**config.mk**
```make
export PLATFORM = sky130hd
export DESIGN_NAME = stat_report_top
export DESIGN_NICKNAME = d
export VERILOG_FILES = /design/src/rtl/stat_report_pkg.sv /design/src/rtl/evt_group.sv /design/src/rtl/srq_gen.sv /design/src/rtl/stat_report_top.sv
export SDC_FILE = /design/constraint.sdc
export NUM_CORES = 1
export LEC_CHECK = 0
export ABC_AREA = 1
export ABC_CLOCK_PERIOD_IN_PS = 1100
export BUFFER_PORTS_ARGS = -buffer_cell sky130_fd_sc_hd__buf_2
export CAP_MARGIN = 20
export CORE_UTILIZATION = 48
export DETAILED_ROUTE_END_ITERATION = 6
export GPL_ROUTABILITY_DRIVEN = 0
export PLACE_DENSITY = 0.78
export SLEW_MARGIN = 10
export SYNTH_ARGS = -nofsm -noshare
export SYNTH_HDL_FRONTEND = slang
export SYNTH_SLANG_ARGS = --single-unit
```
**constraint.sdc**
```tcl
create_clock -name clk -period 1.1 [get_ports clk]
set_input_delay 0.055 -clock clk [delete_from_list [all_inputs] [get_ports clk]]
set_output_delay 0.055 -clock clk [all_outputs]
set_load 0.02 [all_outputs]
```
**src/rtl/stat_report_pkg.sv**
```systemverilog
package stat_report_pkg;
    localparam int REG_W   = 8;
    localparam int ESB_POS = 5;   // event summary position in the status byte
    localparam int RQS_POS = 6;   // request-service position in the status byte

    typedef enum logic [1:0] {
        ADDR_EVT    = 2'd0,
        ADDR_EVT_EN = 2'd1,
        ADDR_STB    = 2'd2,
        ADDR_SRE    = 2'd3
    } reg_addr_e;
endpackage

```
**src/rtl/evt_group.sv**
```systemverilog
module evt_group #(
    parameter int W = 8
) (
    input  logic         clk,
    input  logic         rst_n,
    input  logic [W-1:0] evt_in,
    input  logic         rd_clr,
    input  logic         clr_all,
    input  logic         en_wr,
    input  logic [W-1:0] en_wdata,
    output logic [W-1:0] evt_q,
    output logic [W-1:0] en_q,
    output logic         summary
);
    typedef struct packed {
        logic [W-1:0] evt;
        logic [W-1:0] en;
    } grp_t;

    grp_t st_d, st_q;

    always_comb begin
        st_d = st_q;
        // clear on read or clear-status
        if (rd_clr || clr_all) begin
            st_d.evt = '0;
        end
        // new events merge after the clear, so none is lost
        st_d.evt = st_d.evt | evt_in;
        // enable mask is plain read/write
        if (en_wr) begin
            st_d.en = en_wdata;
        end
    end

    always_ff @(posedge clk or negedge rst_n) begin
        if (!rst_n) begin
            st_q <= '0;
        end else begin
            st_q <= st_d;
        end
    end

    assign evt_q   = st_q.evt;
    assign en_q    = st_q.en;
    // masked OR roll-up
    assign summary = |(st_q.evt & st_q.en);
endmodule

```
**src/rtl/srq_gen.sv**
```systemverilog
module srq_gen #(
    parameter int W       = 8,
    parameter int ESB_POS = 5,
    parameter int RQS_POS = 6
) (
    input  logic         clk,
    input  logic         rst_n,
    input  logic [W-1:0] ext_sum,
    input  logic         esb,
    input  logic         sre_wr,
    input  logic [W-1:0] sre_wdata,
    input  logic         poll,
    input  logic         clr_all,
    input  logic         soft_rst,
    output logic [W-1:0] sre_q,
    output logic [W-1:0] stb,
    output logic         rqs
);
    localparam logic [W-1:0] ONE      = {{(W-1){1'b0}}, 1'b1};
    localparam logic [W-1:0] ESB_MASK = ONE << ESB_POS;
    localparam logic [W-1:0] RQS_MASK = ONE << RQS_POS;

    typedef struct packed {
        logic [W-1:0] sre;
        logic         rqs;
        logic         svc_prev;
    } srq_t;

    srq_t st_d, st_q;
    logic [W-1:0] stb_base;
    logic         svc;
    logic         svc_rise;

    always_comb begin
        // external bits except the summary and request positions
        stb_base = ext_sum & ~(ESB_MASK | RQS_MASK);
        // event summary drives its own position
        stb_base = stb_base | (esb ? ESB_MASK : '0);
        // enabled condition and its rising edge
        svc      = |(stb_base & st_q.sre);
        svc_rise = svc && !st_q.svc_prev;

        st_d          = st_q;
        st_d.svc_prev = svc;
        // request position of the enable mask is never stored
        if (sre_wr) begin
            st_d.sre = sre_wdata & ~RQS_MASK;
        end
        // clears of the request bit
        if (poll || clr_all || soft_rst) begin
            st_d.rqs = 1'b0;
        end
        // a fresh rising edge wins over a clear in the same cycle
        if (svc_rise) begin
            st_d.rqs = 1'b1;
        end
    end

    always_ff @(posedge clk or negedge rst_n) begin
        if (!rst_n) begin
            st_q <= '0;
        end else begin
            st_q <= st_d;
        end
    end

    assign sre_q = st_q.sre;
    assign rqs   = st_q.rqs;
    assign stb   = stb_base | (st_q.rqs ? RQS_MASK : '0);
endmodule

```
**src/rtl/stat_report_top.sv**
```systemverilog
module stat_report_top
    import stat_report_pkg::*;
(
    input  logic             clk,
    input  logic             rst_n,
    input  logic [REG_W-1:0] evt_pulse,
    input  logic [REG_W-1:0] ext_sum,
    input  logic [1:0]       reg_addr,
    input  logic             reg_wr,
    input  logic             reg_rd,
    input  logic [REG_W-1:0] reg_wdata,
    output logic [REG_W-1:0] reg_rdata,
    input  logic             clr_stat,
    input  logic             soft_rst,
    input  logic             spoll,
    output logic [REG_W-1:0] poll_data,
    output logic             srq
);
    logic [REG_W-1:0] esr_w;
    logic [REG_W-1:0] ese_w;
    logic [REG_W-1:0] sre_w;
    logic [REG_W-1:0] stb_w;
    logic             esb_w;
    logic             rqs_w;
    logic             esr_rd;
    logic             ese_wr;
    logic             sre_wr;
    reg_addr_e        sel;

    always_comb begin
        sel    = reg_addr_e'(reg_addr);
        esr_rd = reg_rd && (sel == ADDR_EVT);
        ese_wr = reg_wr && (sel == ADDR_EVT_EN);
        sre_wr = reg_wr && (sel == ADDR_SRE);
    end

    evt_group #(.W(REG_W)) u_evt (
        .clk      (clk),
        .rst_n    (rst_n),
        .evt_in   (evt_pulse),
        .rd_clr   (esr_rd),
        .clr_all  (clr_stat),
        .en_wr    (ese_wr),
        .en_wdata (reg_wdata),
        .evt_q    (esr_w),
        .en_q     (ese_w),
        .summary  (esb_w)
    );

    srq_gen #(.W(REG_W), .ESB_POS(ESB_POS), .RQS_POS(RQS_POS)) u_srq (
        .clk       (clk),
        .rst_n     (rst_n),
        .ext_sum   (ext_sum),
        .esb       (esb_w),
        .sre_wr    (sre_wr),
        .sre_wdata (reg_wdata),
        .poll      (spoll),
        .clr_all   (clr_stat),
        .soft_rst  (soft_rst),
        .sre_q     (sre_w),
        .stb       (stb_w),
        .rqs       (rqs_w)
    );

    // status byte read and poll share one source
    always_comb begin
        unique case (sel)
            ADDR_EVT:    reg_rdata = esr_w;
            ADDR_EVT_EN: reg_rdata = ese_w;
            ADDR_STB:    reg_rdata = stb_w;
            default:     reg_rdata = sre_w;
        endcase
    end

    assign poll_data = stb_w;
    assign srq       = rqs_w;
endmodule

```
# [Word-level counts from Yosys, hierarchy flattened]
# Index checks and enable logic that the tools add are counted.
# W data, S select, Z words.
[totals] register_bits=25 output_inout_bits=17
[op_classes] n_eq_ne=3 muxes=6 bitwise=5 n_reduce_logical=12
[ops] operator="$or A8 B8 Y8" count=3
[ops] operator="$pmux W8 S3" count=1
[ops] operator="$and A8 B8 Y8" count=2
[ops] operator="$reduce_or A8 Y1" count=2
[ops] operator="$mux W8" count=1
[ops] operator="$mux W7" count=1
[ops] operator="$mux W6" count=1
[ops] operator="$eq A2 B2 Y1 const B" count=2
[ops] operator="$logic_and A1 B1 Y1" count=4
[ops] operator="$logic_or A1 B1 Y1" count=3
[ops] operator="$eq A2 B1 Y1 const B" count=1
[ops] operator="$logic_not A2 Y1" count=1
[ops] operator="$mux W1" count=2
[ops] operator="$reduce_bool A2 Y1" count=1
[ops] operator="$logic_not A1 Y1" count=1

# [Logic depth before layout (Yosys ltp)]
[logic_depth] depth_word=8 mapped_depth=8

# [By module]
# A second synthesis with hierarchy kept.
[unflattened] hier_cells=178 hier_area_um2=1589.0
[by_module_without_submodules] mod="evt_group" n_inst=1 cells_per_inst=74 area_each_um2=709.4 seq_area_each_um2=400.4
[by_module_without_submodules] mod="srq_gen" n_inst=1 cells_per_inst=53 area_each_um2=540.5 seq_area_each_um2=225.2
[by_module_without_submodules] mod="stat_report_top" n_inst=1 cells_per_inst=51 area_each_um2=339.1 seq_area_each_um2=0.0

# [Least setup slack after synthesis]
# No wires, ideal clock.
[synth_path] path_kind="register to output" start="reg u_evt.st_q, in the netlist u_evt.en_q[6]" end="out reg_rdata[5]" arrival_time_ns=0.901 required_time_ns=1.045 path_slack_ns=0.144 stages_incl_launch_ff=7 cell_sequence="dfrtp_1 -> nand2_1 -> nand2_1 -> nor2_1 -> nand2_1 -> nand2_1 -> nand4_1"
[synth_between] elab_chain_cells=6
[synth_rtl] element="from (decl)" line_no="evt_group.sv:20" rtl="grp_t st_d, st_q;"
[synth_rtl] element="from (signal assigned)" line_no="evt_group.sv:40" rtl="st_q <= st_d;"
[synth_rtl] element="$and A8 B8 Y8" line_no="evt_group.sv:47" rtl="assign summary = |(st_q.evt & st_q.en);"
[synth_rtl] element="$reduce_or A8 Y1" line_no="evt_group.sv:47"
[synth_rtl] element="via esb_w" line_no="stat_report_top.sv:23" rtl="logic esb_w;"
[synth_rtl] element="$mux W6" line_no="srq_gen.sv:38" rtl="stb_base = stb_base | (esb ? ESB_MASK : '0);"
[synth_rtl] element="$or A8 B8 Y8" line_no="srq_gen.sv:38"
[synth_rtl] element="$or A8 B8 Y8" line_no="srq_gen.sv:69" rtl="assign stb = stb_base | (st_q.rqs ? RQS_MASK : '0);"
[synth_rtl] element="$pmux W8 S3" line_no="stat_report_top.sv:67" rtl="unique case (sel)"
[synth_rtl] element="to (decl)" line_no="stat_report_top.sv:12" rtl="output logic [REG_W-1:0] reg_rdata,"
# The timed path passes the listed nets, and every way through them passes these cells.

# [Worst setup path in the final report]
[layout_path] start="reg u_evt.st_q, in the netlist u_evt.en_q[3]" end="out reg_rdata[5]"
[layout_between] elab_chain_cells=6
[layout_rtl] element="$and A8 B8 Y8" line_no="evt_group.sv:47"
[layout_rtl] element="$reduce_or A8 Y1" line_no="evt_group.sv:47"
[layout_rtl] element="$mux W6" line_no="srq_gen.sv:38"
[layout_rtl] element="$or A8 B8 Y8" line_no="srq_gen.sv:38"
[layout_rtl] element="$or A8 B8 Y8" line_no="srq_gen.sv:69"
[layout_rtl] element="$pmux W8 S3" line_no="stat_report_top.sv:67"
# Every way passes these cells.

==> metrics.yaml <==
placement:
  post-dp-hpwl_um: 2340
  placed_cell_area_um2: 1580
  dpl.cell_count: 234
  port-buffer-count: 47
timing:
  fmax_ghz: 0.690
  fin_crit_ns: 1.45
  holdWs_ns: 0.00202
  hold_viol: 0
  tns_ns: -1.74
  tightest_slew_ns: 0.551
  min_period_over_period_pct: 132
  setup_violations: 11
  rsz0062_at_grt: "yes"
  finalMaxSlewViolations: 0
  slew_headroom_pct: 63.3
  worst_slack_ns: -0.348
  fin_skew_ns: 0.00289
die:
  dieArea_um2: 3040
  pin_count: 50
  rows: 18
  core-area_um2: 2570
  fp.dieW_um: 55.1
  start_util_pct: 52.8
  chipHeight_um: 55.1
finish:
  post_route_cells_drive_above_1_share_pct: 42.6
  fin_area_um2: 1960
  regArea_um2: 626
  final_util_pct: 76.3
  multiInputGateArea_um2: 619
  fin_nets: 269
  fillCellCount: 181
  antenna_cells: 0
  area_growth_pct: 44.5
  fin_cells: 265
logic_synthesis:
  synth_area_um2: 1360
  synth-seq-area-share_pct: 46.2
  synth.avg_cell_area_um2: 8.36
  yosysWarnings: 0
  synth_nets: 195
  synth.distinct_cells: 17
  synth_cells: 162
  synth_seq_cells: 25
power:
  leakage_nw: 1.05
  peakVddDrop_mv: 1.00
  power_density_nw_per_um2: 1280
grt:
  grt_pass1_vias: 1127
  grt_pass1_wl_um: 4920
  grt.overflow.total: 0
  grt_max_degree: 26
  antenna_found_initial: 0
  grt_util_all_layers_pct: 23.7
critical_path:
  path_max_fanout: 2
  r2r_slack_ns: -0.23
  critPathArrivalTime_ns: 1.39
  critPathMostFrequentCell: "nand2_1"
  r2r_start: "u_evt.en_q[3]"
  cp.required_ns: 1.04
  start_kind: "register"
  end_kind: "primary output"
  max_stage_delay_ns: 0.43
  crit_path_top_delay_cell: "dfrtp_1"
  crit_type: "reg -> out"
  rr_worst_depth: 10
  reg2reg_to: "u_srq.rqs"
  cp_cell_sequence: "nand2_1, nand2_1, nor2_2, nand2_1, nand2_1, nand4_1, buf_6"
cts:
  insertion_delay_ns: 0.33
  cts_sinks: 25
  htreeDepth: 1
  clockBufferDepth: 2
  cts_tree: "built"
  root_buffer: "clkbuf_4"
  cts_inserted_buffers: 3
  cts.clk_slew.worst_paths_ns: 0.14
flow_run:
  maxCapViolCount: 0
hold_path:
  hold_path_class: "in -> reg"
  min-delay-start: "reg_wdata[5]"
  hold_path_end: "u_srq.sre_q[5]"
  whs_path_depth: 3
routing:
  vias: 1372
  final_antenna_net_count: 0
  vias_per_cell: 5.18
  drt-total-wl_um: 3650
  drt-initial-drc-count: 25
  drc: 0
  wl_per_cell_um: 13.8
  firstDrtPassIters: 4
outcome:
  outcome: "finished with violations"
  violations: "negative setup slack"
-- cells in the mapped netlist --
cell,number,area [um^2]
nand2_1,67,251
o21bai_1,5,37.5
mux2_4,1,15.0
nand2_4,2,22.5
buf_4,8,60.1
inv_1,16,60.1
buf_6,2,22.5
nand3_1,2,10.0
dfrtp_1,25,626
inv_4,1,6.26
inv_2,1,3.75
o2111ai_1,5,43.8
nand2_2,1,6.26
o21ai_2,14,123
nand4_1,3,18.8
a31o_2,3,26.3
nor2_1,6,22.5
-- worst max-delay path, delay by kind of cell (launching register included) --
| family | cells | cell delay, ns |
|---|---|---|
| and+or+nand+nor | 6 | 0.48 |
| buffers and inverters | 1 | 0.15 |
| DFF | 1 | 0.43 |
-- power breakdown --
group,total [W],switching [W],internal (W)
Sequential,0.00115,0.000107,0.00105
Clock,0.000432,0.000290,0.000142
Combinational,0.000928,0.000459,0.000469
-- cell usage in the layout, fill, tap and decap left out --
| master | n |
|---|---|
| buf_4 | 14 |
| inv_4 | 1 |
| buf_6 | 11 |
| clkbuf_1 | 1 |
| nor2_2 | 1 |
| mux2_4 | 1 |
| inv_1 | 15 |
| o21ai_2 | 14 |
| nand2_4 | 2 |
| o2111ai_1 | 1 |
| nand3_1 | 1 |
| nand3_2 | 1 |
| dfrtp_1 | 25 |
| o2111ai_2 | 4 |
| buf_2 | 38 |
| o21bai_1 | 5 |
| nand4_1 | 3 |
| nor2_1 | 5 |
| nand2_1 | 63 |
| clkbuf_4 | 3 |
| a31o_2 | 3 |
| nand2_2 | 5 |
| inv_2 | 2 |
| dlygate4sd3_1 | 16 |
-- through the flow --
step | power (W) | setup slack [ns]
3_5_place_dp | 0.00181 | 0.0227
5_1_grt | 0.00266 | -0.419
3_3_place_gp | 0.00179 | 0.0530
4_1_cts | 0.00237 | -0.321
6_report | 0.00251 | -0.348
2_1_floorplan | 0.00160 | 0.144
-- flip-flops by register name, indices dropped and copies added (netlist names) --
signal       count
u_evt.en_q       8
u_evt.evt_q      8
u_srq.sre_q      7
u_srq.rqs        1
u_srq.st_q       1
-- cell families (layout without fill, tap and decap cells) --
kind of cell           after synthesis  count (layout)  share of synthesized area, %
AOI/OAI and AO/OA                   27              27                          17.0
and+or+nand+nor                     81              81                          24.5
DFF                                 25              25                          46.2
buffers and inverters               28             101                          11.3
muxes                                1               1                          1.11
-- layout make-up --
class	instances	share of cell area [%]
Timing Repair Buffer	79	29.6
Multi-Input combinational cell	109	31.6
Clock buffer	4	1.34
Inverter	18	3.58
Sequential cell	25	31.9
Tap cell	30	1.92
-- how the worst max path moves through the flow --
stage	endpoint	slack, ns	depth (start not counted)	start
5_1_grt	reg_rdata[5]	-0.42	7	u_evt.en_q[4]
2_1_floorplan	reg_rdata[5]	0.14	6	u_evt.en_q[6]
3_5_place_dp	u_srq.rqs	0.02	8	u_evt.en_q[2]
6_report	reg_rdata[5]	-0.35	7	u_evt.en_q[3]
3_3_place_gp	reg_rdata[5]	0.05	7	u_evt.en_q[2]
4_1_cts	reg_rdata[5]	-0.32	7	u_evt.evt_q[2]
-- routing by layer --
layer | track usage, % | wire, um
met5 | 0 | 0
met4 | 10.0 | 79
met3 | 4.92 | 172
met2 | 39.2 | 1850
met1 | 29.7 | 1550
-- timing repair --
| action | 4_1_cts | 5_1_grt |
|---|---|---|
| resized for setup | 13 | 18 |
| hold buffers | 16 | 0 |
| setup buffers | 6 | 5 |
| hold endpoints to repair | 41 | 0 |
| endpoints found under the setup margin | 9 | 11 |
| cloned | 0 | 0 |
| pin swaps | 8 | 14 |
Power figures use the tool's default switching activity.
